**src/rtl/otp_map_walker.sv**
```systemverilog
module otp_map_walker #(
  parameter int OTP_BYTES = 64
) (
  input  logic                         clk,
  input  logic                         rst_n,
  input  logic                         start,
  output logic                         otp_rd,
  output logic [$clog2(OTP_BYTES)-1:0] otp_addr,
  input  logic [7:0]                   otp_data,
  input  logic [6:0]                   map_raddr,
  output logic [7:0]                   map_rdata,
  output logic                         busy,
  output logic                         done,
  output logic                         err
);
  localparam int AW        = $clog2(OTP_BYTES);
  localparam int MAP_BYTES = 128;
  localparam int PW        = AW + 2;
  localparam logic [PW-1:0] LAST = PW'(OTP_BYTES - 1);
  localparam logic [PW-1:0] SIZE = PW'(OTP_BYTES);

  typedef enum logic [2:0] {S_IDLE, S_HDR, S_HDRD, S_DAT, S_DATD, S_FIN} state_t;

  state_t        state;
  logic [PW-1:0] ptr;
  logic [3:0]    sect, mask;
  logic [1:0]    widx;
  logic          phase;
  logic [7:0]    map [MAP_BYTES];

  function automatic logic [1:0] low_bit(input logic [3:0] m);
    if (m[0])      return 2'd0;
    else if (m[1]) return 2'd1;
    else if (m[2]) return 2'd2;
    else           return 2'd3;
  endfunction

  logic [3:0]    hdr_mask;
  logic [PW-1:0] hdr_end;
  logic [3:0]    rest;

  assign hdr_mask  = ~otp_data[3:0];
  assign hdr_end   = ptr + PW'({$countones(hdr_mask), 1'b0});
  assign rest      = mask & ~(4'b1 << widx);
  assign otp_rd    = ((state == S_HDR) && (ptr < SIZE)) || (state == S_DAT);
  assign otp_addr  = ptr[AW-1:0];
  assign busy      = (state != S_IDLE) && (state != S_FIN);
  assign map_rdata = map[map_raddr];

  always_ff @(posedge clk or negedge rst_n) begin
    if (!rst_n) begin
      state <= S_IDLE;
      ptr   <= '0;
      sect  <= '0;
      mask  <= '0;
      widx  <= '0;
      phase <= 1'b0;
      done  <= 1'b0;
      err   <= 1'b0;
    end else if (start) begin
      state <= S_HDR;
      ptr   <= '0;
      phase <= 1'b0;
      done  <= 1'b0;
      err   <= 1'b0;
    end else begin
      case (state)
        S_HDR: begin
          if (ptr < SIZE) state <= S_HDRD;
          else begin
            state <= S_FIN;
            done  <= 1'b1;
          end
        end
        S_HDRD: begin
          if (otp_data == 8'hFF) begin
            state <= S_FIN;
            done  <= 1'b1;
          end else if (hdr_end > LAST) begin
            state <= S_FIN;
            done  <= 1'b1;
            err   <= 1'b1;
          end else begin
            ptr   <= ptr + 1'b1;
            sect  <= otp_data[7:4];
            mask  <= hdr_mask;
            widx  <= low_bit(hdr_mask);
            phase <= 1'b0;
            state <= (hdr_mask == 4'h0) ? S_HDR : S_DAT;
          end
        end
        S_DAT: state <= S_DATD;
        S_DATD: begin
          ptr <= ptr + 1'b1;
          if (!phase) begin
            phase <= 1'b1;
            state <= S_DAT;
          end else begin
            phase <= 1'b0;
            mask  <= rest;
            if (rest != 4'h0) begin
              widx  <= low_bit(rest);
              state <= S_DAT;
            end else begin
              state <= S_HDR;
            end
          end
        end
        default: ;
      endcase
    end
  end

  always_ff @(posedge clk) begin
    if (start) begin
      for (int i = 0; i < MAP_BYTES; i++) map[i] <= 8'hFF;
    end else if (state == S_DATD) begin
      map[{sect, widx, phase}] <= otp_data;
    end
  end
endmodule


```
**config.mk**
```make
export PLATFORM = sky130hd
export DESIGN_NAME = otp_map_walker
export DESIGN_NICKNAME = d
export VERILOG_FILES = /design/src/rtl/otp_map_walker.sv
export SDC_FILE = /design/constraint.sdc
export NUM_CORES = 2
export LEC_CHECK = 0
export ABC_AREA = 1
export BUFFER_PORTS_ARGS = -buffer_cell sky130_fd_sc_hd__clkbuf_2
export CAP_MARGIN = 20
export CORE_MARGIN = 1
export CORE_UTILIZATION = 55
export CTS_CLUSTER_SIZE = 30
export DETAILED_ROUTE_END_ITERATION = 8
export PLACE_DENSITY = 0.71
export SLEW_MARGIN = 25
export SYNTH_ARGS = -nofsm -noshare
export SYNTH_HDL_FRONTEND = slang
export SYNTH_SLANG_ARGS = --single-unit
```
**constraint.sdc**
```tcl
create_clock -name clk -period 2.6 [get_ports clk]
set_input_delay 0 -clock clk [delete_from_list [all_inputs] [get_ports clk]]
set_output_delay 0 -clock clk [all_outputs]
set_load 0.02 [all_outputs]
```
==> results.py <==
metrics = {
    "power_and_ir_drop": {
        "power.density_nw_per_um2": 683.8,
        "power.leakage_nw": 18.78,
        "ir_drop_mv": 0.7031,
    },
    "timing": {
        "max_freq_mhz": 399.0,
        "fin_crit_ns": 2.506,
        "rsz0062_at_grt": "no",
        "finClkSkew_ns": 0.02663,
        "finalHoldViolCount": 0,
        "final_max_slew_viol_count": 0,
        "fin_hold_ws_ns": 0.3411,
        "tns_ns": 0,
        "fin_crit_sh_pct": 96.40,
        "slew_headroom_pct": 32.77,
        "tightest_slew_ns": 1.002,
        "final-setup-viol-count": 0,
    },
    "global_routing": {
        "grt_pass1_vias": 35270,
        "grt_overflow_total": 0,
        "grt_antenna_before_repair": 7,
        "grt_max_degree": 154,
        "grt_usage_pct": 29.40,
        "grt_pass1_wl_mm": 204.2,
    },
    "synth": {
        "synthesis.nets": 5128,
        "ys_seq_area_share_pct": 63.30,
        "ys.flop_type": "edfxtp_1",
        "yosysUniqueCellTypes": 30,
        "netlist.area_leader.share_pct": 62.09,
        "synth_common_cells": "nand2_1, edfxtp_1, nand3_1",
        "async_flop_share_pct": 2.290,
        "synth.yosys.warnings": 0,
        "synth_most_common_cell": "nand2_1",
        "synthTopCellsByArea": "edfxtp_1, nand2_1, nand3_1",
        "synth-edff-count": 1024,
        "avgSynthCellArea_sq_um": 9.705,
        "synth_area_sq_um": 49520,
        "yosysTopAreaCell": "edfxtp_1",
        "synth_cells": 5103,
        "synth-seq-cells": 1048,
    },
    "cts": {
        "numCtsBuffers": 105,
        "cts-root-buf": "clkbuf_16",
        "cts.clk_slew.worst_paths_ns": 0.06,
        "h-tree-depth": 3,
        "clk_path_buf_depth": 3,
        "cts_sinks": 1048,
        "cts_tree": "built",
        "clock_latency_ns": 0.69,
        "post_cts_buffers": 0,
    },
    "floorplanning": {
        "io_pins": 36,
        "row_count": 109,
        "die_h_microns": 302.1,
        "die_area_sq_um": 91250,
        "core-area_sq_um": 88780,
        "initial_utilization_pct": 55.78,
        "die_width_microns": 302.1,
    },
    "min_path": {
        "min_from": "start",
        "hold_class": "input pin to register",
    },
    "routing": {
        "viasPerCell": 5.823,
        "drc": 0,
        "finalWirelength_mm": 133.1,
        "drt_iter0_markers": 4647,
        "drt_first_pass_iters": 8,
        "vias": 36950,
        "ant_nets": 0,
        "wl_per_cell_microns": 20.98,
    },
    "critical_path": {
        "worstSetupStartpoint": "map[23][5]",
        "cp_common_cell": "nand2_1",
        "cp-start-kind": "register",
        "cpPeakStageDelay_ns": 0.33,
        "path_max_fanout": 1,
        "worst-setup-path-type": "register to output port",
        "crit_path_end_kind": "output port",
        "crit_chain": "nand2_1 -> nand3_1 -> nand3_1 -> nand3_1 -> nand2_1 -> nand2_1 -> nand3_1 -> nand2_1 -> nand2_1 -> nand2_1 -> clkbuf_2",
        "cp_num_buf_inv": 1,
        "arrival_ns": 2.51,
        "r2r-start": "state[0]",
        "crit_required_ns": 2.60,
        "critPathTopFamily": "simple AND/OR/NAND/NOR gates",
        "cp_slowest_cell": "edfxtp_1",
    },
    "placed_design": {
        "dp_hpwl_mm": 80.78,
        "place_congestion": 0.9014,
        "port_buffers": 35,
        "dp.cells": 6138,
        "post_dp_cell_area_sq_um": 51810,
    },
    "final_layout": {
        "fin_util_pct": 62.16,
        "fin_area_sq_um": 55190,
        "nets": 5120,
        "fillers": 6986,
        "fin_cells": 6345,
        "layout-drive-gt1-share_pct": 10.91,
        "areaGrowthSynthToFinish_pct": 11.44,
    },
    "run": {
        "cap_violations": 0,
    },
    "status": {
        "status": "finished, final reports clean",
    },
}
==> registers in the layout, summed over array words and instances (netlist names) <==
register	cells
ptr	8
phase	1
done	1
mask	4
state	3
map	1024
sect	4
widx	2
err	1
==> routing by layer <==
metal	vias to the layer above	share of wire, %	track usage [%]	routed length, microns
met2	1797	48	48.33	63880
met3	266	9.8	4.661	13080
met1	17640	39	40.24	52260
li1	17240	-	-	-
met4	10	2.9	9.331	3857
met5	-	0.035	0	47
==> final cells by class <==
cell class	instances	area (sq um)	area share, %
tap	1165	1458	2.641
sequential	1048	31350	56.81
clock inverter	54	355.3	0.6439
clock buffer	137	2854	5.171
antenna	1	2.502	0.004534
inverter	63	302.8	0.5487
multi-input combinational	3594	16160	29.28
timing repair buffer	283	2706	4.904
==> worst paths after layout <==
kind / endpoint / slack [ns] / depth (start not counted)
setup / recovery: map_rdata[5] / 0.09 / 11
hold / removal: err / 0.34 / 3
setup reg to reg: map[85][5] / 0.23 / 8
hold reg to reg: mask[0] / 0.49 / 2
max in group asynchronous: mask[0] / 2.07 / 4
min in group asynchronous: done / 0.38 / 4
==> worst reg2reg max path, stage by stage (launching register included) <==
cell	delay, ns
dfrtp_1	0.36
inv_1	0.16
nand3_2	0.11
buf_4	0.20
nor2_2	0.15
nand4_1	0.19
buf_12	0.27
nor2_1	0.56
nand2_1	0.11
==> placed cells by master, fill, tap and decap left out, types with 27 or more instances in the layout <==
master	instances
nor2_4	62
clkinv_1	29
nand2_1	2288
edfxtp_1	1024
nor2_1	52
clkbuf_16	110
nor2_8	38
nand3_1	952
buf_4	186
o21ai_0	141
buf_12	49
inv_1	28
clkbuf_1	27
clkbuf_2	32
==> what timing repair did <==
item | 4_1_cts | 5_1_grt
endpoints found under the hold margin | 290 | 0
hold buffers | 15 | 0
endpoints found under the setup margin | 0 | 7
gates resized for setup | 0 | 3
==> metrics by stage <==
stage	power [mW]	worst slack [ns]
2_1_floorplan	21.97	0.2966
3_3_place_gp	23.57	0.07108
3_5_place_dp	23.61	0.02792
4_1_cts	37.77	0.1385
5_1_grt	38.82	0.007616
6_report	37.74	0.09352
==> cells by family after synthesis <==
family          after synthesis  share of synthesized area [%]
flops                      1048                          63.30
xor+xnor                      5                        0.08842
fa+ha+maj                     7                         0.1920
compound gates              151                          1.549
buf+inv                     461                          4.083
simple gates               3431                          30.78
==> power breakdown <==
group	internal, mW	total [mW]	switching (mW)
combinational	1.15	4.61	3.46
sequential	18.6	18.8	0.169
clock	8.07	14.4	6.30
Power figures use the tool's default switching activity.
